--- src/rtl/tde_pkg.sv ---
package tde_pkg;

  localparam int LANES = 3;
  localparam int TAPS  = LANES * LANES;

  typedef enum logic [1:0] {
    MODE_CSC    = 2'b00,
    MODE_ACC    = 2'b01,
    MODE_FIR    = 2'b10,
    MODE_FIRACC = 2'b11
  } tde_mode_e;

  function automatic logic mode_is_fir(tde_mode_e m);
    return m[1];
  endfunction

  function automatic logic mode_is_acc(tde_mode_e m);
    return m[0];
  endfunction

endpackage

--- src/rtl/tde_tapline.sv ---
module tde_tapline #(
  parameter int PIX_W = 8,
  parameter int DEPTH = 9
) (
  input  logic                   clk,
  input  logic                   rst,
  input  logic                   shift,
  input  logic [PIX_W-1:0]       din,
  output logic [DEPTH*PIX_W-1:0] taps
);

  localparam int HIST = DEPTH - 1;

  logic [PIX_W-1:0] hist [HIST];

  always_ff @(posedge clk) begin
    if (rst) begin
      for (int i = 0; i < HIST; i++) hist[i] <= '0;
    end else if (shift) begin
      hist[0] <= din;
      for (int i = 1; i < HIST; i++) hist[i] <= hist[i-1];
    end
  end

  // tap 0 is the sample being accepted, tap i the one accepted i beats earlier
  always_comb begin
    taps[PIX_W-1:0] = din;
    for (int i = 1; i < DEPTH; i++) taps[i*PIX_W +: PIX_W] = hist[i-1];
  end

endmodule

--- src/rtl/tde_vmu.sv ---
module tde_vmu
  import tde_pkg::*;
#(
  parameter int PIX_W  = 8,
  parameter int COEF_W = 12,
  parameter int OFS_W  = 16,
  parameter int FRAC   = 8,
  parameter int ACC_W  = 32
) (
  input  logic                          clk,
  input  logic                          rst,
  input  logic                          en,
  input  logic [LANES*PIX_W-1:0]        opnd,
  input  logic [LANES*COEF_W-1:0]       cf,
  input  logic                          s1_valid,
  input  tde_mode_e                     s1_mode,
  input  logic signed [OFS_W-1:0]       off,
  input  logic                          acc_clr,
  output logic signed [ACC_W-1:0]       u_val
);

  localparam int PROD_W = PIX_W + 1 + COEF_W;

  logic signed [PROD_W-1:0] prod_q [LANES];
  logic signed [ACC_W-1:0]  dot, off_ext, acc_q, acc_next;
  logic                     upd;

  // stage 1: three products, pixel treated as non-negative
  always_ff @(posedge clk) begin
    if (rst) begin
      for (int j = 0; j < LANES; j++) prod_q[j] <= '0;
    end else if (en) begin
      for (int j = 0; j < LANES; j++)
        prod_q[j] <= $signed({1'b0, opnd[j*PIX_W +: PIX_W]}) *
                     $signed(cf[j*COEF_W +: COEF_W]);
    end
  end

  always_comb begin
    dot = '0;
    for (int j = 0; j < LANES; j++) dot = dot + ACC_W'(prod_q[j]);
    off_ext  = ACC_W'(off) <<< FRAC;
    acc_next = (acc_clr ? ACC_W'(0) : acc_q) + dot;
    upd      = en && s1_valid && mode_is_acc(s1_mode);
  end

  // stage 2: offset add or accumulate
  always_ff @(posedge clk) begin
    if (rst) begin
      acc_q <= '0;
      u_val <= '0;
    end else begin
      if (upd)          acc_q <= acc_next;
      else if (acc_clr) acc_q <= '0;
      if (en) u_val <= mode_is_acc(s1_mode) ? acc_next : dot + off_ext;
    end
  end


  acc_clear_chk: assert property (@(posedge clk) disable iff (rst)
    acc_clr && !upd |=> acc_q == '0);

endmodule

--- src/rtl/tde_rndsat.sv ---
module tde_rndsat #(
  parameter int IN_W  = 34,
  parameter int FRAC  = 8,
  parameter int OUT_W = 8
) (
  input  logic signed [IN_W-1:0] val,
  output logic [OUT_W-1:0]       res
);

  localparam logic signed [IN_W-1:0] HALF = IN_W'(1 << (FRAC - 1));
  localparam logic signed [IN_W-1:0] TOP  = IN_W'((1 << OUT_W) - 1);

  logic signed [IN_W-1:0] sh;

  always_comb begin
    sh = (val + HALF) >>> FRAC;
    if (sh < 0)        res = '0;
    else if (sh > TOP) res = '1;
    else               res = sh[OUT_W-1:0];
  end

endmodule

--- src/rtl/tri_dot_engine.sv ---
module tri_dot_engine
  import tde_pkg::*;
#(
  parameter int PIX_W  = 8,
  parameter int COEF_W = 12,
  parameter int OFS_W  = 16,
  parameter int FRAC   = 8,
  parameter int ACC_W  = 32
) (
  input  logic                    clk,
  input  logic                    rst,
  input  logic                    in_valid,
  output logic                    in_ready,
  input  logic [LANES*PIX_W-1:0]  in_pix,
  input  logic [TAPS*COEF_W-1:0]  coef,
  input  logic [LANES*OFS_W-1:0]  offs,
  input  logic [1:0]              mode,
  input  logic                    acc_clr,
  output logic                    out_valid,
  input  logic                    out_ready,
  output logic [LANES*PIX_W-1:0]  out_pix
);

  localparam int SUM_W = ACC_W + 2;
  localparam int ROW_P = LANES * PIX_W;
  localparam int ROW_C = LANES * COEF_W;

  logic      en, fire;
  tde_mode_e in_mode, s1_mode;
  logic      s1_valid, s2_valid, s2_fir, out_fir;
  logic [TAPS*PIX_W-1:0]   taps;
  logic signed [ACC_W-1:0] u_val    [LANES];
  logic signed [SUM_W-1:0] lane_val [LANES];
  logic [PIX_W-1:0]        rs_val   [LANES];

  assign en       = !out_valid || out_ready;
  assign in_ready = en;
  assign fire     = in_valid && en;
  assign in_mode  = tde_mode_e'(mode);

  tde_tapline #(.PIX_W(PIX_W), .DEPTH(TAPS)) u_taps (
    .clk   (clk),
    .rst   (rst),
    .shift (fire),
    .din   (in_pix[PIX_W-1:0]),
    .taps  (taps)
  );

  always_ff @(posedge clk) begin
    if (rst) begin
      s1_valid  <= 1'b0;
      s1_mode   <= MODE_CSC;
      s2_valid  <= 1'b0;
      s2_fir    <= 1'b0;
      out_valid <= 1'b0;
      out_fir   <= 1'b0;
    end else if (en) begin
      s1_valid  <= fire;
      s1_mode   <= in_mode;
      s2_valid  <= s1_valid;
      s2_fir    <= mode_is_fir(s1_mode);
      out_valid <= s2_valid;
      out_fir   <= s2_fir;
    end
  end

  for (genvar k = 0; k < LANES; k++) begin : gen_unit
    logic [ROW_P-1:0]        opnd;
    logic signed [OFS_W-1:0] off_q;

    assign opnd = mode_is_fir(in_mode) ? taps[k*ROW_P +: ROW_P] : in_pix;

    always_ff @(posedge clk) begin
      if (rst)     off_q <= '0;
      else if (en) off_q <= (k != 0 && mode_is_fir(in_mode)) ? '0 : offs[k*OFS_W +: OFS_W];
    end

    tde_vmu #(
      .PIX_W (PIX_W), .COEF_W(COEF_W), .OFS_W(OFS_W), .FRAC(FRAC), .ACC_W(ACC_W)
    ) u_vmu (
      .clk      (clk),
      .rst      (rst),
      .en       (en),
      .opnd     (opnd),
      .cf       (coef[k*ROW_C +: ROW_C]),
      .s1_valid (s1_valid),
      .s1_mode  (s1_mode),
      .off      (off_q),
      .acc_clr  (acc_clr),
      .u_val    (u_val[k])
    );

    tde_rndsat #(.IN_W(SUM_W), .FRAC(FRAC), .OUT_W(PIX_W)) u_rs (
      .val (lane_val[k]),
      .res (rs_val[k])
    );
  end

  // FIR merges the three partial sums into lane 0
  always_comb begin
    for (int k = 0; k < LANES; k++)
      lane_val[k] = s2_fir ? SUM_W'(0) : SUM_W'(u_val[k]);
    if (s2_fir)
      for (int k = 0; k < LANES; k++) lane_val[0] = lane_val[0] + SUM_W'(u_val[k]);
  end

  always_ff @(posedge clk) begin
    if (rst)     out_pix <= '0;
    else if (en)
      for (int k = 0; k < LANES; k++) out_pix[k*PIX_W +: PIX_W] <= rs_val[k];
  end


  stall_hold_chk: assert property (@(posedge clk) disable iff (rst)
    out_valid && !out_ready |=> out_valid && $stable(out_pix));


  fire_to_s1_chk: assert property (@(posedge clk) disable iff (rst)
    in_valid && in_ready |=> s1_valid);


  fir_lanes_zero_chk: assert property (@(posedge clk) disable iff (rst)
    out_valid && out_fir |-> out_pix[LANES*PIX_W-1:PIX_W] == '0);


  sat_low_chk: assert property (@(posedge clk) disable iff (rst)
    en && s2_valid && lane_val[0] < 0 |=> out_pix[PIX_W-1:0] == '0);

endmodule

--- config.mk ---
export PLATFORM = sky130hd
export DESIGN_NAME = tri_dot_engine
export DESIGN_NICKNAME = d
export VERILOG_FILES = /design/src/rtl/tde_pkg.sv /design/src/rtl/tde_tapline.sv /design/src/rtl/tde_vmu.sv /design/src/rtl/tde_rndsat.sv /design/src/rtl/tri_dot_engine.sv
export SDC_FILE = /design/constraint.sdc
export NUM_CORES = 2
export LEC_CHECK = 0
export ABC_AREA = 1
export BUFFER_PORTS_ARGS = -buffer_cell sky130_fd_sc_hd__buf_4
export CORE_MARGIN = 3
export CORE_UTILIZATION = 55
export DETAILED_ROUTE_END_ITERATION = 10
export HOLD_SLACK_MARGIN = 0.03
export PLACE_DENSITY = 0.72
export SLEW_MARGIN = 20
export SYNTH_ARGS = -nofsm -noshare
export SYNTH_HDL_FRONTEND = slang
export SYNTH_SLANG_ARGS = --single-unit
--- constraint.sdc ---
create_clock -name clk -period 15.41 [get_ports clk]
set_input_delay 4.623 -clock clk [delete_from_list [all_inputs] [get_ports clk]]
set_output_delay 4.623 -clock clk [all_outputs]
set_load 0.01 [all_outputs]
==> results.env <==
SYNTH_COMMONEST_CELLS='2088 x sky130_fd_sc_hd__inv_1, 1688 x sky130_fd_sc_hd__nand2_1, 970 x sky130_fd_sc_hd__nor2_1, 806 x sky130_fd_sc_hd__fa_1, 648 x sky130_fd_sc_hd__ha_1'
DRIVE_ABOVE_1_SHARE=0.0465
SYNTHDOMINANTAREACELLTYPE='sky130_fd_sc_hd__fa_1'
POST-ROUTE-WORST-SETUP-SLACK_NS=4.43
DIE_HEIGHT_MICRONS=357
SYN-INSTANCE-COUNT=8863
CTS_BUFFERS=61
CRITICAL-PATH-SLOWEST-CELL='sky130_fd_sc_hd__a21oi_1'
SYNTH_TOP_CELLS_BY_AREA='sky130_fd_sc_hd__fa_1 24%, sky130_fd_sc_hd__ha_1 12%, sky130_fd_sc_hd__inv_1 12%, sky130_fd_sc_hd__edfxtp_1 11%, sky130_fd_sc_hd__nand2_1 9.4%'
SYNTH-ASYNC-RESET-RATIO=0
PLACED_CELLS_INCL_TAPS=10500
DRT_ITER0_MARKERS=4639
PLACEMENT_ROWS=128
YOSYSUNIQUECELLTYPES=64
CORE-AREA_SQ_UM=122000
WORST_PATH_DOMINANT_CELL_FAMILY='adder cells'
REG2REG_SETUP_SLACK_NS=8.69
SYNTHFLOPTYPE='sky130_fd_sc_hd__dfxtp_1'
SYNTHESIS.AREA_PER_INSTANCE_SQ_UM=7.64
GRT_SETUP_UNREPAIRED='no'
CLK_TRANSITION_REPORTED_PATHS_NS=0.06
DESIGN.FINAL.NETS=10600
CLK_ROOT_BUFFER_CELL='sky130_fd_sc_hd__clkbuf_16'
PLACE_WORST_SETUP_SLACK_NS=3.89
INSERTION_DELAY_TO_THE_LATER_SINK_OF_THE_WORST_SKEW_PAIR_NS=0.69
TOTAL_OF_HOLD_BUFFERS_INSERTED_AFTER_CLOCK_TREE_SYNTHESIS=0
NUMBER_OF_REGISTER_BITS_INFERRED_BY_SYNTHESIS=523
INITIAL_STANDARD_CELL_UTILIZATION_OF_THE_CORE=0.555
ROUTED_WIRELENGTH_MICRONS=188000
FINAL_CRITICAL_PATH_TIME_INCLUDING_I_O_DELAYS_AND_SETUP_NS=10.98
FIN_CRIT_SH=0.713
VIAS_IN_THE_FIRST_GLOBAL_ROUTE=55200
GLOBALROUTEOVERFLOWTOTAL=0
SLEW_VIOL_FINAL=0
CLOCK-SKEW-FINAL_NS=0.0296
SLEW_HEADROOM=0.271
DETAIL_ROUTE.WL_PER_CELL_MICRONS=17.7
SYNTH.CELL_AREA_SQ_UM=67700
PLACE.GP.CONGESTION=0.992
DP_HPWL_MICRONS=154000
TOTALPOWERFINAL_W=0.0153
YOSYS_WARNINGS=0
CRITICAL_PATH_CLASS='in -> reg'
NUMBER_OF_SEARCH_AND_REPAIR_ITERATIONS_IN_THE_FIRST_DETAILED_ROUTING_PASS=6
TIMING.CRITICAL_PATH.TO_TYPE='flop'
OUTCOME='complete, no violations'
CRITICAL_PATH_FANOUT_MAX=52
FINAL-SETUP-VIOL-COUNT=0
ANTENNA_CELLS=0
POWER_DENSITY_nW_PER_UM2=210
MAX-VDD-IR-DROP_mV=0.136
SYN2LAYOUT_AREA_GROWTH_PCT=7.77
ANTENNA_VIOLATING_NETS_POST_ROUTE=0
TIMING.MAX_CAP.VIOLATIONS=0
FIRST_PASS_GRT_WIRE_LENGTH_MICRONS=298000
WORSTPATHREQUIRED_NS=15.81
POST_DRT_VIA_CELL_RATIO=5.34
FINAL_HOLD_VIOL_COUNT=0
VIAS=56800
TRACK_USAGE=0.295
NATURE_OF_THE_CRITICAL_PATH_STARTPOINT='primary input'
IO-PIN-COUNT=213
LEAKAGEPOWER_nW=39.6
TOTALNEGATIVESETUPSLACK_NS=0
SEQUENTIAL_CELL_AREA_FRACTION_IN_THE_YOSYS_REPORT=0.192
CTS_HTREE_LEVELS=2
CTS_POST_SETUP_BUFFERS_INSERTED=0
SYN_NETS=10500
CRIT_TOP_CELL='sky130_fd_sc_hd__nand2_1'
ACHIEVABLE-FREQUENCY_MHz=91.1
GRT_START_MAX_NET_PINS=154
DIE_AREA_SQ_UM=127000
TIMING.CRITICAL_PATH.BUF_INV=8
YOSYS.CELL_COUNT.TOP_TYPE='sky130_fd_sc_hd__inv_1'
ANTENNA_FOUND_INITIAL=8
CHIPWIDTH_MICRONS=357
SYNTH.TOP_CELL.AREA_SHARE=0.238
CP_SLOWEST_STAGE_DELAY_NS=0.78
CLOCK_TREE_FROM_TRITONCTS='yes'
SYNTH_ENABLE_FLOP_CELLS=253
DRT_DRC_VIOLATIONS_LEFT=0
CTS_SINKS=523
FINAL_CELLS=10600
CTS_RESIZED=0
MAX-CLOCK-PATH-BUFFERS=3
WORSTHOLDPATHTYPE='reg -> reg'
FINALHOLDWORSTSLACK_NS=0.451
WORSTPATHARRIVAL_NS=11.38
PORT_BUFFERS=212
WORST_SLEW_PIN_SLEW_NS=1.09
[state kept, by name, indices dropped and copies added, names as in the netlist]
| name | count |
|---|---|
| gen_unit.u_vmu.prod_q | 189 |
| out_valid | 1 |
| s1_valid | 1 |
| s1_mode | 2 |
| u_taps.hist | 64 |
| gen_unit.u_vmu.acc_q | 96 |
| gen_unit.off_q | 48 |
| s2_valid | 1 |
| gen_unit.u_vmu.u_val | 96 |
| s2_fir | 1 |
| out_pix | 24 |
[cell families after synthesis]
kind of cell,synth area share
flops,0.192
compound gates,0.107
buf+inv,0.130
simple gates,0.179
fa+ha+maj,0.358
mux,0.000739
xor+xnor,0.0338
[worst reg2reg max path: stages, from the launching register on]
cell and delay (ns):
sky130_fd_sc_hd__edfxtp_1 0.37, sky130_fd_sc_hd__a21oi_1 0.82, sky130_fd_sc_hd__clkinv_1 0.56, sky130_fd_sc_hd__nand2_1 0.20, sky130_fd_sc_hd__fa_1 0.45, sky130_fd_sc_hd__fa_1 0.52
sky130_fd_sc_hd__fa_1 0.51, sky130_fd_sc_hd__fa_1 0.49, sky130_fd_sc_hd__inv_1 0.04, sky130_fd_sc_hd__ha_1 0.34, sky130_fd_sc_hd__nand3_1 0.09, sky130_fd_sc_hd__nand2_1 0.11
sky130_fd_sc_hd__inv_1 0.06, sky130_fd_sc_hd__o21ai_0 0.29, sky130_fd_sc_hd__inv_1 0.07, sky130_fd_sc_hd__o21ai_0 0.41, sky130_fd_sc_hd__nand3_1 0.12, sky130_fd_sc_hd__nand2_1 0.10
sky130_fd_sc_hd__nand2_1 0.05, sky130_fd_sc_hd__inv_1 0.07, sky130_fd_sc_hd__o21ai_0 0.07, sky130_fd_sc_hd__nand2_1 0.08, sky130_fd_sc_hd__nand2_1 0.07, sky130_fd_sc_hd__nand2_1 0.06
sky130_fd_sc_hd__a21oi_1 0.08, sky130_fd_sc_hd__o21ai_0 0.22, sky130_fd_sc_hd__xor2_1 0.17, sky130_fd_sc_hd__nor2_1 0.05
[metal layers]
metal / share of wire / wire (microns) / track usage / vias to the layer above
li1: - / - / - / 27500
met1: 0.44 / 82300 / 0.415 / 27200
met2: 0.45 / 85500 / 0.472 / 1786
met3: 0.076 / 14400 / 0.0471 / 258
met4: 0.032 / 5950 / 0.0866 / 10
met5: 0.00041 / 78 / 0 / -
[per-stage QoR]
stage	utilization	area, sq um
final	0.598	73000
after floorplan	-	67700
after global routing	0.598	73000
after detailed placement	0.580	70800
after global placement	0.580	70800
after CTS	0.598	73000
[cell usage in the layout, fill, tap and decap left out, types with 8 or more instances in the layout]
master	instances
sky130_fd_sc_hd__inv_1	2084
sky130_fd_sc_hd__nand2_1	1686
sky130_fd_sc_hd__nor2_1	967
sky130_fd_sc_hd__fa_1	806
sky130_fd_sc_hd__ha_1	648
sky130_fd_sc_hd__a21oi_1	524
sky130_fd_sc_hd__o21ai_0	392
sky130_fd_sc_hd__dfxtp_1	268
sky130_fd_sc_hd__edfxtp_1	253
sky130_fd_sc_hd__buf_4	234
sky130_fd_sc_hd__nand3_1	186
sky130_fd_sc_hd__xor2_1	142
sky130_fd_sc_hd__xnor2_1	119
sky130_fd_sc_hd__o211ai_1	73
sky130_fd_sc_hd__clkbuf_16	62
sky130_fd_sc_hd__nor3_1	60
sky130_fd_sc_hd__a31oi_1	44
sky130_fd_sc_hd__a32o_1	40
sky130_fd_sc_hd__clkinv_1	39
sky130_fd_sc_hd__nand4_1	39
sky130_fd_sc_hd__o21a_1	30
sky130_fd_sc_hd__o21bai_1	26
sky130_fd_sc_hd__or2_2	22
sky130_fd_sc_hd__a21boi_0	20
sky130_fd_sc_hd__o22ai_1	18
sky130_fd_sc_hd__o21ai_1	17
sky130_fd_sc_hd__a22o_1	17
sky130_fd_sc_hd__a21o_1	15
sky130_fd_sc_hd__nor2_2	13
sky130_fd_sc_hd__o31ai_1	11
sky130_fd_sc_hd__clkbuf_1	11
sky130_fd_sc_hd__nor4_1	10
sky130_fd_sc_hd__nand2_2	10
sky130_fd_sc_hd__nand3b_1	10
sky130_fd_sc_hd__bufinv_16	10
sky130_fd_sc_hd__inv_2	9
sky130_fd_sc_hd__clkinv_2	9
sky130_fd_sc_hd__a221oi_1	8
[where the power goes]
part | switching, W | total, W | internal (W)
Clock | 0.000639 | 0.00157 | 0.000931
Sequential | 0.000302 | 0.00221 | 0.00191
Combinational | 0.00738 | 0.0115 | 0.00415
[path summary, 6_finish.rpt]
kind	cells after the start	from	endpoint
min	2	out_pix[3]$_SDFFE_PP0N_	out_pix[3]$_SDFFE_PP0N_
max	31	mode[1]	gen_unit[2].u_vmu.prod_q[0][62]$_SDFFCE_PN0P_
min reg2reg	2	out_pix[3]$_SDFFE_PP0N_	out_pix[3]$_SDFFE_PP0N_
max reg2reg	27	u_taps.hist[1][26]$_SDFFCE_PP0P_	gen_unit[2].u_vmu.prod_q[0][62]$_SDFFCE_PN0P_
[final cells by class]
cell class	instances	area [sq um]
fillers	11300	49100
multi-input cells	6012	46000
flip-flops and latches	523	13000
inverters	2130	8010
well taps	1625	2030
repair buffers	235	1780
clock buffers	77	1650
clock inverters	39	532
Power figures use the tool's default switching activity.
